--- config.mk ---
export PLATFORM = sky130hd
export DESIGN_NAME = wdt_escalator
export DESIGN_NICKNAME = d
export VERILOG_FILES = /design/src/rtl/wdt_pkg.sv /design/src/rtl/wdt_cfg_regs.sv /design/src/rtl/wdt_refresh_sync.sv /design/src/rtl/wdt_stage_counter.sv /design/src/rtl/wdt_action_ctl.sv /design/src/rtl/wdt_escalator.sv
export SDC_FILE = /design/constraint.sdc
export NUM_CORES = 1
export LEC_CHECK = 0
export ABC_AREA = 1
export BUFFER_PORTS_ARGS = -buffer_cell sky130_fd_sc_hd__buf_2
export CORE_ASPECT_RATIO = 1.1
export CORE_MARGIN = 4
export CORE_UTILIZATION = 55
export CTS_CLUSTER_DIAMETER = 150
export DETAILED_ROUTE_END_ITERATION = 8
export HOLD_SLACK_MARGIN = 0.15
export PLACE_DENSITY_LB_ADDON = 0.12
export SLEW_MARGIN = 20
export SYNTH_ARGS = -nofsm -noshare
export SYNTH_HDL_FRONTEND = slang
export SYNTH_SLANG_ARGS = --single-unit
--- constraint.sdc ---
create_clock -name clk_i -period 1.2 [get_ports clk_i]
set_input_delay 0.12 -clock clk_i [delete_from_list [all_inputs] [get_ports clk_i]]
set_output_delay 0.12 -clock clk_i [all_outputs]
set_load 0.03 [all_outputs]
--- src/rtl/wdt_pkg.sv ---
package wdt_pkg;
  localparam int TO_W  = 2;
  localparam int CFG_W = 11;

  // configuration word bit positions
  localparam int B_EN    = 0;
  localparam int B_PAUSE = 1;
  localparam int B_SWSRC = 2;
  localparam int B_SLPEN = 3;
  localparam int B_KICK  = 4;
  localparam int B_TO    = 5;
  localparam int B_PRIM  = 7;
  localparam int B_SEC   = 9;

  typedef enum logic [1:0] {
    ACT_RESET = 2'd0,
    ACT_WAKE  = 2'd1,
    ACT_IRQ   = 2'd2,
    ACT_NONE  = 2'd3
  } wdt_act_e;

  typedef struct packed {
    wdt_act_e            sec;
    wdt_act_e            prim;
    logic [TO_W-1:0]     tmo;
    logic                slp_en;
    logic                sw_src;
    logic                pause;
    logic                en;
  } wdt_cfg_t;

  localparam wdt_cfg_t CFG_RST = '{sec: ACT_RESET, prim: ACT_IRQ, tmo: 2'd2,
                                   slp_en: 1'b0, sw_src: 1'b1, pause: 1'b0, en: 1'b1};
endpackage

--- src/rtl/wdt_cfg_regs.sv ---
module wdt_cfg_regs
  import wdt_pkg::*;
(
  input  logic             clk_i,
  input  logic             rst_ni,
  input  logic             wr_en_i,
  input  logic             unlocked_i,
  input  logic [CFG_W-1:0] wr_data_i,
  output wdt_cfg_t         cfg_o,
  output logic             sw_kick_o,
  output logic             en_flip_o
);
  wdt_cfg_t cfg_q, cfg_d;
  logic     wr_ok;

  always_comb begin
    wr_ok = wr_en_i & unlocked_i;
    cfg_d = cfg_q;
    if (wr_ok) begin
      cfg_d.en     = wr_data_i[B_EN];
      cfg_d.pause  = wr_data_i[B_PAUSE];
      cfg_d.sw_src = wr_data_i[B_SWSRC];
      cfg_d.slp_en = wr_data_i[B_SLPEN];
      cfg_d.tmo    = wr_data_i[B_TO +: TO_W];
      cfg_d.prim   = wdt_act_e'(wr_data_i[B_PRIM +: 2]);
      cfg_d.sec    = wdt_act_e'(wr_data_i[B_SEC +: 2]);
    end
  end

  always_ff @(posedge clk_i or negedge rst_ni) begin
    if (!rst_ni) cfg_q <= CFG_RST;
    else         cfg_q <= cfg_d;
  end

  // service uses the source select in effect before this write
  assign sw_kick_o = wr_ok & wr_data_i[B_KICK] & cfg_q.sw_src;
  assign en_flip_o = wr_ok & (wr_data_i[B_EN] != cfg_q.en);
  assign cfg_o     = cfg_q;

  assert_locked_hold_R11: assert property (@(posedge clk_i) disable iff (!rst_ni)
    (wr_en_i && !unlocked_i) |=> $stable(cfg_q));

  assert_locked_nokick_R11: assert property (@(posedge clk_i) disable iff (!rst_ni)
    !unlocked_i |-> !(sw_kick_o || en_flip_o));
endmodule

--- src/rtl/wdt_refresh_sync.sv ---
module wdt_refresh_sync #(
  parameter int SYNC_N = 2
) (
  input  logic clk_i,
  input  logic rst_ni,
  input  logic wdi_i,
  input  logic sw_src_i,
  output logic hw_kick_o
);
  logic [SYNC_N:0] sh_q, sh_d;

  always_comb sh_d = {sh_q[SYNC_N-1:0], wdi_i};

  always_ff @(posedge clk_i or negedge rst_ni) begin
    if (!rst_ni) sh_q <= '0;
    else         sh_q <= sh_d;
  end

  // either edge of the synchronised line, only with hardware source picked
  assign hw_kick_o = (sh_q[SYNC_N] ^ sh_q[SYNC_N-1]) & ~sw_src_i;
endmodule

--- src/rtl/wdt_stage_counter.sv ---
module wdt_stage_counter #(
  parameter int TO_W = 2
) (
  input  logic            clk_i,
  input  logic            rst_ni,
  input  logic            tick_i,
  input  logic            run_i,
  input  logic            clr_i,
  input  logic [TO_W-1:0] tmo_i,
  input  logic            prim_is_reset_i,
  output logic            fire_o,
  output logic            stage_o
);
  localparam int CNT_W = 2 ** TO_W;
  localparam logic [CNT_W-1:0] MAX_LIM = {CNT_W{1'b1}} >> 1;

  logic [CNT_W-1:0] cnt_q, cnt_d, lim;
  logic             stg_q, stg_d, fire;

  always_comb begin
    lim   = (CNT_W'(1) << tmo_i) - CNT_W'(1);
    cnt_d = cnt_q;
    stg_d = stg_q;
    fire  = 1'b0;
    if (clr_i) begin
      cnt_d = '0;
      stg_d = 1'b0;
    end else if (tick_i && run_i) begin
      if (cnt_q >= lim) begin
        cnt_d = '0;
        fire  = 1'b1;
        stg_d = ~stg_q & ~prim_is_reset_i;
      end else begin
        cnt_d = cnt_q + CNT_W'(1);
      end
    end
  end

  always_ff @(posedge clk_i or negedge rst_ni) begin
    if (!rst_ni) begin
      cnt_q <= '0;
      stg_q <= 1'b0;
    end else begin
      cnt_q <= cnt_d;
      stg_q <= stg_d;
    end
  end

  assign fire_o  = fire;
  assign stage_o = stg_q;

  assert_cnt_bound_R2: assert property (@(posedge clk_i) disable iff (!rst_ni)
    cnt_q <= MAX_LIM);

  assert_hold_when_stopped_R3: assert property (@(posedge clk_i) disable iff (!rst_ni)
    (!run_i && !clr_i) |=> $stable(cnt_q));

  assert_clear_R8: assert property (@(posedge clk_i) disable iff (!rst_ni)
    clr_i |=> (cnt_q == '0 && !stg_q));
endmodule

--- src/rtl/wdt_action_ctl.sv ---
module wdt_action_ctl
  import wdt_pkg::*;
#(
  parameter int MAX_TRY = 6
) (
  input  logic     clk_i,
  input  logic     rst_ni,
  input  logic     fire_i,
  input  wdt_act_e act_i,
  input  logic     on_evt_i,
  output logic     rst_o,
  output logic     wake_o,
  output logic     irq_o,
  output logic     off_o
);
  localparam int TRY_W = $clog2(MAX_TRY + 1);
  localparam logic [TRY_W-1:0] TRY_LIM = TRY_W'(MAX_TRY);

  logic [TRY_W-1:0] try_q, try_d;
  logic             off_q, off_d;
  logic             rst_q, rst_d, wake_q, wake_d, irq_q, irq_d;
  logic             want_rst, room;

  always_comb begin
    want_rst = fire_i & (act_i == ACT_RESET);
    room     = (try_q < TRY_LIM);
    rst_d    = want_rst & room;
    wake_d   = fire_i & (act_i == ACT_WAKE);
    irq_d    = fire_i & (act_i == ACT_IRQ);
    try_d    = try_q;
    off_d    = off_q;
    if (on_evt_i) begin
      try_d = '0;
      off_d = 1'b0;
    end else if (want_rst) begin
      if (room) try_d = try_q + TRY_W'(1);
      else      off_d = 1'b1;
    end
  end

  always_ff @(posedge clk_i or negedge rst_ni) begin
    if (!rst_ni) begin
      try_q  <= '0;
      off_q  <= 1'b0;
      rst_q  <= 1'b0;
      wake_q <= 1'b0;
      irq_q  <= 1'b0;
    end else begin
      try_q  <= try_d;
      off_q  <= off_d;
      rst_q  <= rst_d;
      wake_q <= wake_d;
      irq_q  <= irq_d;
    end
  end

  assign rst_o  = rst_q;
  assign wake_o = wake_q;
  assign irq_o  = irq_q;
  assign off_o  = off_q;

  assert_one_action_R12: assert property (@(posedge clk_i) disable iff (!rst_ni)
    $onehot0({rst_q, wake_q, irq_q}));

  assert_try_bound_R9: assert property (@(posedge clk_i) disable iff (!rst_ni)
    try_q <= TRY_LIM);

  assert_off_no_reset_R9: assert property (@(posedge clk_i) disable iff (!rst_ni)
    off_q |-> !rst_q);

  assert_on_clears_R10: assert property (@(posedge clk_i) disable iff (!rst_ni)
    on_evt_i |=> (!off_q && try_q == '0));
endmodule

--- src/rtl/wdt_escalator.sv ---
module wdt_escalator
  import wdt_pkg::*;
#(
  parameter int MAX_TRY = 6,
  parameter int SYNC_N  = 2
) (
  input  logic             clk_i,
  input  logic             rst_ni,
  input  logic             tick_i,
  input  logic             wr_en_i,
  input  logic             unlocked_i,
  input  logic [CFG_W-1:0] wr_data_i,
  input  logic             wdi_i,
  input  logic             sleep_i,
  input  logic             on_evt_i,
  output logic             dev_rst_o,
  output logic             wake_o,
  output logic             irq_o,
  output logic             off_hold_o
);
  logic [1:0] rs_q;
  logic       rst_n;
  wdt_cfg_t   cfg;
  logic       sw_kick, en_flip, hw_kick, clr, run, fire, stage, off;
  wdt_act_e   act;

  // asynchronous assert, synchronous release
  always_ff @(posedge clk_i or negedge rst_ni) begin
    if (!rst_ni) rs_q <= 2'b00;
    else         rs_q <= {rs_q[0], 1'b1};
  end
  assign rst_n = rs_q[1];

  wdt_cfg_regs u_regs (
    .clk_i(clk_i), .rst_ni(rst_n), .wr_en_i(wr_en_i), .unlocked_i(unlocked_i),
    .wr_data_i(wr_data_i), .cfg_o(cfg), .sw_kick_o(sw_kick), .en_flip_o(en_flip)
  );

  wdt_refresh_sync #(.SYNC_N(SYNC_N)) u_sync (
    .clk_i(clk_i), .rst_ni(rst_n), .wdi_i(wdi_i), .sw_src_i(cfg.sw_src),
    .hw_kick_o(hw_kick)
  );

  always_comb begin
    clr = sw_kick | hw_kick | en_flip | on_evt_i;
    run = cfg.en & ~(sleep_i & ~cfg.slp_en) & ~cfg.pause & ~off;
    act = stage ? cfg.sec : cfg.prim;
  end

  wdt_stage_counter #(.TO_W(TO_W)) u_cnt (
    .clk_i(clk_i), .rst_ni(rst_n), .tick_i(tick_i), .run_i(run), .clr_i(clr),
    .tmo_i(cfg.tmo), .prim_is_reset_i(cfg.prim == ACT_RESET),
    .fire_o(fire), .stage_o(stage)
  );

  wdt_action_ctl #(.MAX_TRY(MAX_TRY)) u_act (
    .clk_i(clk_i), .rst_ni(rst_n), .fire_i(fire), .act_i(act), .on_evt_i(on_evt_i),
    .rst_o(dev_rst_o), .wake_o(wake_o), .irq_o(irq_o), .off_o(off)
  );

  assign off_hold_o = off;

  assert_off_stops_R9: assert property (@(posedge clk_i) disable iff (!rst_n)
    off |-> !fire);
endmodule

==> impl_metrics.yaml, run 1 <==
timing:
  setup_viol: 12
  finalCriticalPeriod_ns: 1.69
  fmax_mhz: 591
  setup_slack_ns: -0.491
  slew_viol_final: 0
  worst_hold_slack_ns: 0.159
  finClkSkew_ns: 0.00623
  hold_viol_final: 0
  rsz0062_at_grt: "yes"
  post-route-period-util_pct: 141
setup_path:
  rrSetupSlack_ns: -0.49
  ff2ff_path_depth: 12
  cp.required_ns: 1.43
  crit_path_top_delay_cell: "dfstp_2"
  r2r_end: "u_act.try_q[1]"
  path_buf_inv: 2
  crit_family: "simple AND/OR/NAND/NOR gates"
  critPathArrivalTime_ns: 1.93
  timing.rr.start: "u_regs.cfg_o[5]"
  path_common_cell: "nand2_1"
  path_class: "reg -> reg"
  cp_max_fo: 4
  critPathCaptureType: "flip-flop"
  max_stage_delay_ns: 0.57
  path_cells: "nand2_1 -> ha_1 -> nand2_1 -> inv_1 -> nand2_1 -> nand3_2 -> nand2_4 -> nor2_4 -> nand3_4 -> clkinv_4 -> nand2_2 -> nand2_1"
  critPathLaunchType: "flip-flop"
floorplanning:
  dieArea_um2: 3270
  die_w_um: 54.9
  rows: 18
  core-area_um2: 2270
  die_h_um: 59.6
  start_util_pct: 58.5
  io_pins: 23
place:
  dp_cells: 214
  placement.io_buffers: 22
  place.gp.congestion: 0.776
  dp_hpwl_um: 1940
drt:
  wirelength_um: 2790
  ant_nets: 0
  drt_iter0_drc: 30
  num_vias: 1141
  drcViolationCount: 0
  via_per_inst: 4.90
  dr.pass1.iters: 5
  wl_per_cell_um: 12.0
logic_synthesis:
  ys_seq_area_share_pct: 51.1
  syn-cell-area_um2: 1330
  ys_ff_latch: 27
  synth-edff-count: 0
  ys.flop_type: "dfrtp_1"
  synth_cells: 151
  synth_cell_types: 27
  syn_area_per_cell_um2: 8.82
  ys_warn_count: 0
  async_flop_share_pct: 100
run_status:
  violations: "negative setup slack"
  outcome: "complete, but fails checks"
global_routing:
  grt_remaining_overflow: 0
  grt_max_degree: 19
  grt_usage_pct: 19.0
  grt_pass1_wl_um: 4510
  grt_antenna_before_repair: 0
  grt_pass1_vias: 1097
job:
  max_cap_violations: 0
min_path:
  hold_path_class: "reg -> async"
power:
  leakagePower_nw: 0.965
  clock_power_share_pct: 19.8
  pwr_density_cell_nw_per_um2: 1060
  swShare_pct: 29.6
  vdd_ir_drop_max_mv: 0.996
  power.switching_mw: 0.572
  seq_power_share_pct: 53.8
  comb_power_share_pct: 26.4
  power.total_mw: 1.93
  intPower_mw: 1.36
cts:
  tritoncts: "yes"
  clk_pin_slew_worst_paths_ns: 0.14
  clock-sinks: 27
  clock_latency_ns: 0.32
  h-tree-depth: 1
  cts_buffer_depth: 2
  cts_buffers: 3
  cts_root_buf: "clkbuf_4"
layout:
  final_common_cell: "nand2_1"
  area_growth_pct: 36.6
  instances_no_fill: 233
  final_cell_mix: "nand2_1, dfrtp_1, buf_2"
  fin_nets: 229
  drive_gt1_share_pct: 34.0
  diodes: 0
  nFillCells: 145
how the worst max path moves through the flow:
stage	from	end	slack (ns)	depth (start not counted)
finish	u_regs.cfg_o[5]	u_act.try_q[1]	-0.49	12
detailed placement	u_regs.cfg_o[5]	u_act.try_q[2]	-0.52	12
floorplan	u_regs.cfg_o[5]	u_act.try_q[2]	-0.39	12
global route	u_regs.cfg_o[5]	u_act.try_q[1]	-0.62	12
global placement	u_regs.cfg_o[5]	u_act.off_o	-0.49	10
CTS	u_regs.cfg_o[5]	u_act.try_q[2]	-0.48	12
timing repair:
action                                  in CTS  in global routing
endpoints found under the hold margin       14                  0
setup buffers                                0                  1
resized for setup                            4                  5
pin swaps                                    9                  3
endpoints found under the setup margin      12                 13
hold buffers                                14                  0
synth_stat cells, types with 2 or more instances:
master / n / area share, %
nand2_1: 46 / 13
nor3_1: 2 / 0.75
xor2_1: 3 / 2.0
nand2_2: 4 / 1.9
inv_2: 2 / 0.56
nand4_1: 2 / 0.94
a21oi_2: 2 / 1.3
a21oi_1: 3 / 1.1
nor2_1: 8 / 2.3
nor2_4: 3 / 2.5
dfrtp_1: 23 / 43
inv_1: 19 / 5.4
nand3_1: 6 / 2.3
o21ai_0: 7 / 2.6
ha_1: 6 / 5.6
dfstp_2: 4 / 7.9
layout make-up:
type,count,area [µm²],share of cell area [%]
clock buffers,3,22.5,1.24
clock inverters,1,5.00,0.275
inverters,22,87.6,4.82
multi-input cells,102,629,34.6
flip-flops and latches,27,681,37.4
well taps,30,37.5,2.06
repair buffers,48,355,19.5
registers in the layout (all words and copies together), names as in the netlist:
| signal | count |
|---|---|
| u_regs.cfg_o | 10 |
| u_cnt.cnt_q | 4 |
| u_act.try_q | 3 |
| u_sync.sh_q | 3 |
| rs_q | 2 |
| u_act.irq_o | 1 |
| u_act.off_o | 1 |
| u_act.rst_o | 1 |
| u_act.wake_o | 1 |
| u_cnt.stage_o | 1 |
routing by layer:
metal	global-route usage [%]	share of wire (%)	vias to the layer above	routed length, µm
li1	-	-	573	-
met1	23.3	41	534	1150
met2	33.6	54	30	1500
met3	3.02	3.8	4	107
met4	5.21	1.0	0	29
met5	0	0	-	0
kinds of logic (layout without fill, tap and decap cells):
kind of cell / after synthesis / after routing / share of synthesized area (%)
buffers and inverters: 23 / 74 / 6.58
AOI/OAI and AO/OA: 14 / 14 / 6.11
other: 1 / 2 / 0.282
DFF: 27 / 27 / 51.1
adders and majority gates: 6 / 6 / 5.64
and+or+nand+nor: 77 / 77 / 28.3
xor gates and xnor gates: 3 / 3 / 1.97
worst register-to-register path: stages, from the launching register on:
cell      delay, ns
dfstp_2        0.57
nand2_1        0.05
ha_1           0.28
nand2_1        0.06
inv_1          0.03
nand2_1        0.06
nand3_2        0.11
nand2_4        0.11
nor2_4         0.04
nand3_4        0.10
clkinv_4       0.08
nand2_2        0.06
nand2_1        0.05
metrics by stage:
step / worst slack, ns / area [µm²] / TNS [ns] / util, %
after floorplan: -0.391 / 1370 / -3.82 / -
after global placement: -0.489 / 1610 / -4.87 / 70.7
after detailed placement: -0.517 / 1610 / -5.15 / 70.7
after CTS: -0.476 / 1800 / -4.91 / 78.9
after global routing: -0.618 / 1820 / -6.48 / 79.9
final: -0.491 / 1820 / -5.16 / 79.9
power groups by stage:
stage / registers, mW / clock network [mW] / logic [mW]
global placement: 1.05 / 0 / 0.418
global route: 1.05 / 0.430 / 0.573
floorplan: 1.06 / 0 / 0.268
CTS: 1.04 / 0.394 / 0.480
finish: 1.04 / 0.382 / 0.510
detailed placement: 1.05 / 0 / 0.437
(Power assumes the default switching activity.)
==> inputs of run 2 (changes only) <==
--- a/config.mk
+++ b/config.mk
@@ -5,7 +5,6 @@
 export SDC_FILE = /design/constraint.sdc
 export NUM_CORES = 1
 export LEC_CHECK = 0
-export ABC_AREA = 1
 export BUFFER_PORTS_ARGS = -buffer_cell sky130_fd_sc_hd__buf_2
 export CORE_ASPECT_RATIO = 1.1
 export CORE_MARGIN = 4
@@ -17,4 +16,5 @@
 export SLEW_MARGIN = 20
 export SYNTH_ARGS = -nofsm -noshare
 export SYNTH_HDL_FRONTEND = slang
+export SYNTH_HIERARCHICAL = 1
 export SYNTH_SLANG_ARGS = --single-unit
==> run 2 against run 1 <==
  * The flow still finishes with violations (negative setup slack)
  * Clock-buffer cell count increased by 1
  * Combinational power increased by 10%
  * First-iteration DRC count decreased by 53%
  * Clock power increased by 3%
  * Sequential power about the same
  * Via count decreased by 1.7%
  * Critical path depth decreased by 4
  * Die area increased by 0.57%
==> impl_metrics.yaml, run 2 <==
run_status:
  outcome: "complete, but fails checks"
  violations: "negative setup slack"
global_routing:
  grt_pass1_wl_um: 5380
  use_met1_pct: 27.6
  grt_use_met3_pct: 4.24
  grt_usage_pct: 23.4
  grt_remaining_overflow: 0
  top_usage_layer: "met2"
  use_met2_pct: 40.2
  grt_pass1_vias: 1183
  grt_max_degree: 26
  grt_antenna_before_repair: 0
layout:
  fin_nets: 199
  final_common_cell: "dfrtp_1"
  area_growth_pct: 45.7
  diodes: 0
  drive_gt1_share_pct: 50.3
  largest_register_ff_count: 10
  final_cell_mix: "dfrtp_1, buf_4, buf_2"
timing:
  fmax_mhz: 411
  post-route-period-util_pct: 203
  finClkSkew_ns: 0.00755
  hold_viol_final: 0
  setup_slack_ns: -1.23
  setup-tns-final_ns: -11.91
  slew_viol_final: 0
  finalCriticalPeriod_ns: 2.43
  setup_viol: 12
  rsz0062_at_grt: "yes"
cts:
  clk_pin_slew_worst_paths_ns: 0.14
  cts_root_buf: "clkbuf_4"
  tritoncts: "yes"
  cts_buffers: 3
  clock_latency_ns: 0.33
  clock-sinks: 27
  cts_buffer_depth: 2
  h-tree-depth: 1
setup_path:
  critPathCaptureType: "flip-flop"
  ff2ff_path_depth: 8
  cp.required_ns: 1.43
  cp_max_fo: 4
  crit_family: "simple AND/OR/NAND/NOR gates"
  crit_cells: 8
  critPathLaunchType: "flip-flop"
  max_stage_delay_ns: 0.58
  path_class: "reg -> reg"
  path_cells: "nand2_1 -> ha_1 -> o21a_1 -> nor2_2 -> nor4_4 -> or3b_4 -> a21oi_4 -> mux2_4"
  crit_path_top_delay_cell: "dfstp_2"
  path_buf_inv: 0
  critPathArrivalTime_ns: 2.66
floorplanning:
  rows: 18
  die_w_um: 55.1
  dieArea_um2: 3290
  start_util_pct: 58.3
  core-area_um2: 2300
  io_pins: 23
  die_h_um: 59.8
logic_synthesis:
  yosys-top-cells-count: "dfrtp_1, mux2_4, nand2_1"
  ys_seq_area_share_pct: 50.8
  synth_cells: 107
  ys.flop_type: "dfrtp_1"
  syn-cell-area_um2: 1340
  netlist_top_cells_area: "dfrtp_1, mux2_4, dfstp_2, ha_1, mux2_2"
  syn_area_per_cell_um2: 12.5
  synth_cell_types: 36
  yosysTopAreaCell: "dfrtp_1"
  syn_nets: 132
  async_flop_share_pct: 100
  synth-edff-count: 0
  synth.most_common_cell: "dfrtp_1"
  synth_top_area_share_pct: 43.0
  ys_ff_latch: 27
  ys_warn_count: 6
power:
  leakagePower_nw: 0.946
  vdd_ir_drop_max_mv: 1.08
  pwr_density_cell_nw_per_um2: 1020
job:
  max_cap_violations: 0
drt:
  ant_nets: 0
  drt_iter0_drc: 14
  via_per_inst: 5.53
  wl_per_cell_um: 18.7
  num_vias: 1122
  dr.pass1.iters: 4
  wirelength_um: 3790
  drcViolationCount: 0
place:
  place.gp.congestion: 0.733
  preCtsSetupSlack_ns: -1.15
  dp_hpwl_um: 2120
  placement.io_buffers: 22
min_path:
  hold_path_class: "reg -> async"
## run 2: cell count changes after synthesis, sizes merged, moves of 4 or more
cell	previous run	this run
inv	21	2
mux2	0	14
nand2	51	9
nand3	8	1
nor2	11	7
o21ai	7	2
## run 2: layout make-up
type,count,area [µm²]
fill,127,345
timing repair buffer,63,478
clock buffer,4,26.3
tap,30,37.5
inverter,2,7.51
multi-input combinational,77,722
sequential,27,681
## run 2: metal layers
metal	vias to the layer above	routed length, µm
met5	-	0
met4	0	184
met3	15	124
met2	29	2030
met1	568	1450
li1	510	-
## run 2: repair_timing
item,in CTS,in global routing
setup endpoints to repair,12,13
buffers inserted,3,4
hold endpoints to repair,16,0
resized for setup,7,8
hold buffers,14,0
pin swaps,11,0
## run 2: cell families (layout without fill, tap and decap cells)
family,Yosys count,count (layout),share of synthesized area (%)
buf+inv,3,69,1.40
fa+ha+maj,6,6,5.60
simple gates,37,37,16.5
compound gates,16,16,9.52
other cells,2,2,0.560
mux,14,14,14.3
xor+xnor,2,2,1.31
flops,27,27,50.8
## run 2: path summary, 6_finish.rpt
check                                 from        endpoint  slack, ns
setup / recovery           u_regs/cfg_o[5]  u_act/try_q[0]      -1.23
max in group asynchronous           rst_ni         rs_q[1]       0.43
hold / removal                     rs_q[1]     u_act/irq_o       0.25
hold reg to reg                    rs_q[1]     u_act/irq_o       0.25
setup reg to reg           u_regs/cfg_o[5]  u_act/try_q[0]      -1.23
min in group clk_i                on_evt_i  u_cnt/cnt_q[2]       0.25
## run 2: report_power, final
part | switching (mW) | internal (mW) | total [mW]
logic | 0.242 | 0.321 | 0.563
registers | 0.0430 | 0.986 | 1.03
clock network | 0.264 | 0.130 | 0.394
total | 0.549 | 1.44 | 1.99
## run 2: metrics by stage
step                utilization [%]  hold slack, ns  total power, mW  instances  area, µm²
floorplan                         -          -0.176             1.31        107       1390
global placement               73.4         -0.0966             1.45        179       1690
detailed placement             73.4         -0.0932             1.48        179       1690
CTS                            82.9           0.234             1.95        200       1900
global route                   85.0           0.244             2.08        203       1950
finish                         85.0           0.245             1.99        203       1950
==> inputs of run 3 (changes only) <==
--- a/config.mk
+++ b/config.mk
@@ -5,8 +5,8 @@
 export SDC_FILE = /design/constraint.sdc
 export NUM_CORES = 1
 export LEC_CHECK = 0
+export ABC_AREA = 1
 export BUFFER_PORTS_ARGS = -buffer_cell sky130_fd_sc_hd__buf_2
-export CORE_ASPECT_RATIO = 1.1
 export CORE_MARGIN = 4
 export CORE_UTILIZATION = 55
 export CTS_CLUSTER_DIAMETER = 150
==> run 3 against run 2 <==
  * The run still ends with negative setup slack left
  * Non-clock buffer count fell by 9
  * Critical path depth rose by 2
  * Final cell count up 24%
  * Setup slack improved by 0.75 ns
  * Flip-flop and latch count unchanged
==> impl_metrics.yaml, run 3 <==
global_routing:
  grt_pass1_vias: 1178
  use_met2_pct: 34.7
  grt_usage_pct: 19.9
  grt_use_met3_pct: 3.34
  top_usage_layer: "met2"
  grt_remaining_overflow: 0
  grt_antenna_before_repair: 0
  grt_pass1_wl_um: 5120
  use_met1_pct: 25.2
  grt_max_degree: 26
cts:
  clk_pin_slew_worst_paths_ns: 0.15
  cts_buffer_depth: 2
  cts_root_buf: "clkbuf_4"
  clock_latency_ns: 0.33
  tritoncts: "yes"
  clock-sinks: 27
  cts_buffers: 3
  h-tree-depth: 1
setup_path:
  critPathLaunchType: "flip-flop"
  crit_path_top_delay_cell: "dfstp_2"
  path_class: "reg -> reg"
  cp.required_ns: 1.48
  rrSetupSlack_ns: -0.49
  critPathCaptureType: "flip-flop"
  setup.worst_path.start: "u_regs/cfg_o[5]"
  timing.rr.start: "u_regs/cfg_o[5]"
  path_buf_inv: 1
  cp_max_fo: 5
  critPathArrivalTime_ns: 1.97
  r2r_end: "u_act/try_q[2]"
  ff2ff_path_depth: 10
  max_stage_delay_ns: 0.42
  path_cells: "or2_4 -> ha_4 -> nand4_1 -> nand3_2 -> nand3_2 -> inv_2 -> nand3_4 -> nand2_4 -> nand2_2 -> nand2_2"
  crit_family: "simple AND/OR/NAND/NOR gates"
run_status:
  violations: "negative setup slack"
  outcome: "complete, but fails checks"
logic_synthesis:
  ys.flop_type: "dfrtp_1"
  ys_warn_count: 6
  synth_cells: 168
  synth.most_common_cell: "nand2_1"
  syn_area_per_cell_um2: 8.11
  syn-cell-area_um2: 1360
  ys_ff_latch: 27
  ys_seq_area_share_pct: 50.0
  yosys-top-cells-count: "nand2_1, dfrtp_1, inv_1"
  yosysTopAreaCell: "dfrtp_1"
  netlist_top_cells_area: "dfrtp_1, nand2_1, dfstp_2, inv_1, ha_1"
  synth-edff-count: 0
  async_flop_share_pct: 100
  synth_top_area_share_pct: 42.2
  syn_nets: 193
  synth_cell_types: 23
drt:
  wl_per_cell_um: 12.3
  drt_iter0_drc: 37
  drcViolationCount: 0
  via_per_inst: 4.93
  wirelength_um: 3090
  dr.pass1.iters: 5
  num_vias: 1242
  ant_nets: 0
floorplanning:
  core-area_um2: 2280
  io_pins: 23
  start_util_pct: 59.9
  die_h_um: 57.8
  dieArea_um2: 3340
  rows: 17
  die_w_um: 57.8
layout:
  final_common_cell: "nand2_1"
  final_util_pct: 82.5
  area_growth_pct: 37.7
  regArea_um2: 681
  fin_nets: 250
  final_cell_mix: "nand2_1, dfrtp_1, buf_2"
  largest_register_ff_count: 10
  multi_input_area_um2: 659
  drive_gt1_share_pct: 34.4
  nFillCells: 133
  diodes: 0
timing:
  fmax_mhz: 593
  finClkSkew_ns: 0.00772
  worst_hold_slack_ns: 0.168
  setup_viol: 12
  rsz0062_at_grt: "yes"
  slew_viol_final: 0
  hold_viol_final: 0
  finalCriticalPeriod_ns: 1.69
  post-route-period-util_pct: 141
  setup_slack_ns: -0.487
min_path:
  hold_end: "u_act/try_q[0]"
  hp-start: "on_evt_i"
  hold_path_class: "in -> reg"
  hold_depth: 4
power:
  vdd_ir_drop_max_mv: 1.03
  pwr_density_cell_nw_per_um2: 1010
  leakagePower_nw: 1.04
job:
  max_cap_violations: 0
place:
  dp_hpwl_um: 2030
  place.gp.congestion: 0.793
  placement.io_buffers: 22
  preCtsSetupSlack_ns: -0.455
## run 3: cell types whose count changed after synthesis, moves of 3 or more
cell / change
inv_1: +19
a21oi_1: -4
mux2_2: -4
nor2b_1: -3
mux2_4: -9
nand3_1: +8
nand2_2: +3
nand2_1: +54
o211ai_1: -3
nor3_1: -3
nor2_1: +10
## run 3: cells by family after synthesis
group	synth area share (%)
buffers and inverters	7.71
XOR/XNOR	1.29
other	0.551
adder cells (fa/ha/maj)	5.51
AO/OA/AOI/OAI	1.74
flip-flops	50.0
AND/OR/NAND/NOR	33.2
## run 3: worst max path at each step
stage	end	slack, ns	cells after the start
after floorplan	u_act/try_q[2]	-0.40	12
after global placement	u_act/try_q[2]	-0.39	12
after detailed placement	u_act/try_q[0]	-0.45	10
after CTS	u_act/try_q[0]	-0.43	12
after global routing	u_act/try_q[2]	-0.55	12
final	u_act/try_q[2]	-0.49	10
## run 3: area by class of cell
class / count / share of cell area (%)
Clock buffer: 3 / 1.20
Clock inverter: 1 / 0.267
Inverter: 23 / 4.60
Multi-Input combinational cell: 116 / 35.1
Sequential cell: 27 / 36.3
Tap cell: 28 / 1.87
Timing Repair Buffer: 54 / 20.7
## run 3: stage by stage
stage,TNS (ns),power (mW),area (µm²),cells
2_1_floorplan,-3.43,1.27,1380,168
3_3_place_gp,-4.09,1.40,1630,233
3_5_place_dp,-4.54,1.42,1630,233
4_1_cts,-4.65,1.87,1850,252
5_1_grt,-5.64,2.01,1880,252
6_report,-4.80,1.89,1880,252
## run 3: tightest hold or removal path: cells and delay by family
kind                   cells  cell delay, ns
buffers and inverters      2            0.22
and+or+nand+nor            2            0.14
## run 3: routing by layer
layer / vias up / routed length [µm]
met4: 0 / 59
met5: - / 0
met3: 8 / 160
li1: 621 / -
met1: 578 / 1320
met2: 35 / 1550
## run 3: repair_timing
| item | 4_1_cts | 5_1_grt |
|---|---|---|
| buffers inserted | 1 | 1 |
| gates cloned | 0 | 0 |
| hold buffers | 14 | 0 |
| resized for setup | 8 | 10 |
| setup endpoints to repair | 12 | 13 |
| pin swaps | 5 | 8 |
| endpoints found under the hold margin | 17 | 0 |
## run 3: power by group
part / internal (mW) / switching (mW) / total [mW]
combinational: 0.219 / 0.238 / 0.457
clock: 0.125 / 0.273 / 0.398
sequential: 0.988 / 0.0484 / 1.04
total: 1.33 / 0.560 / 1.89
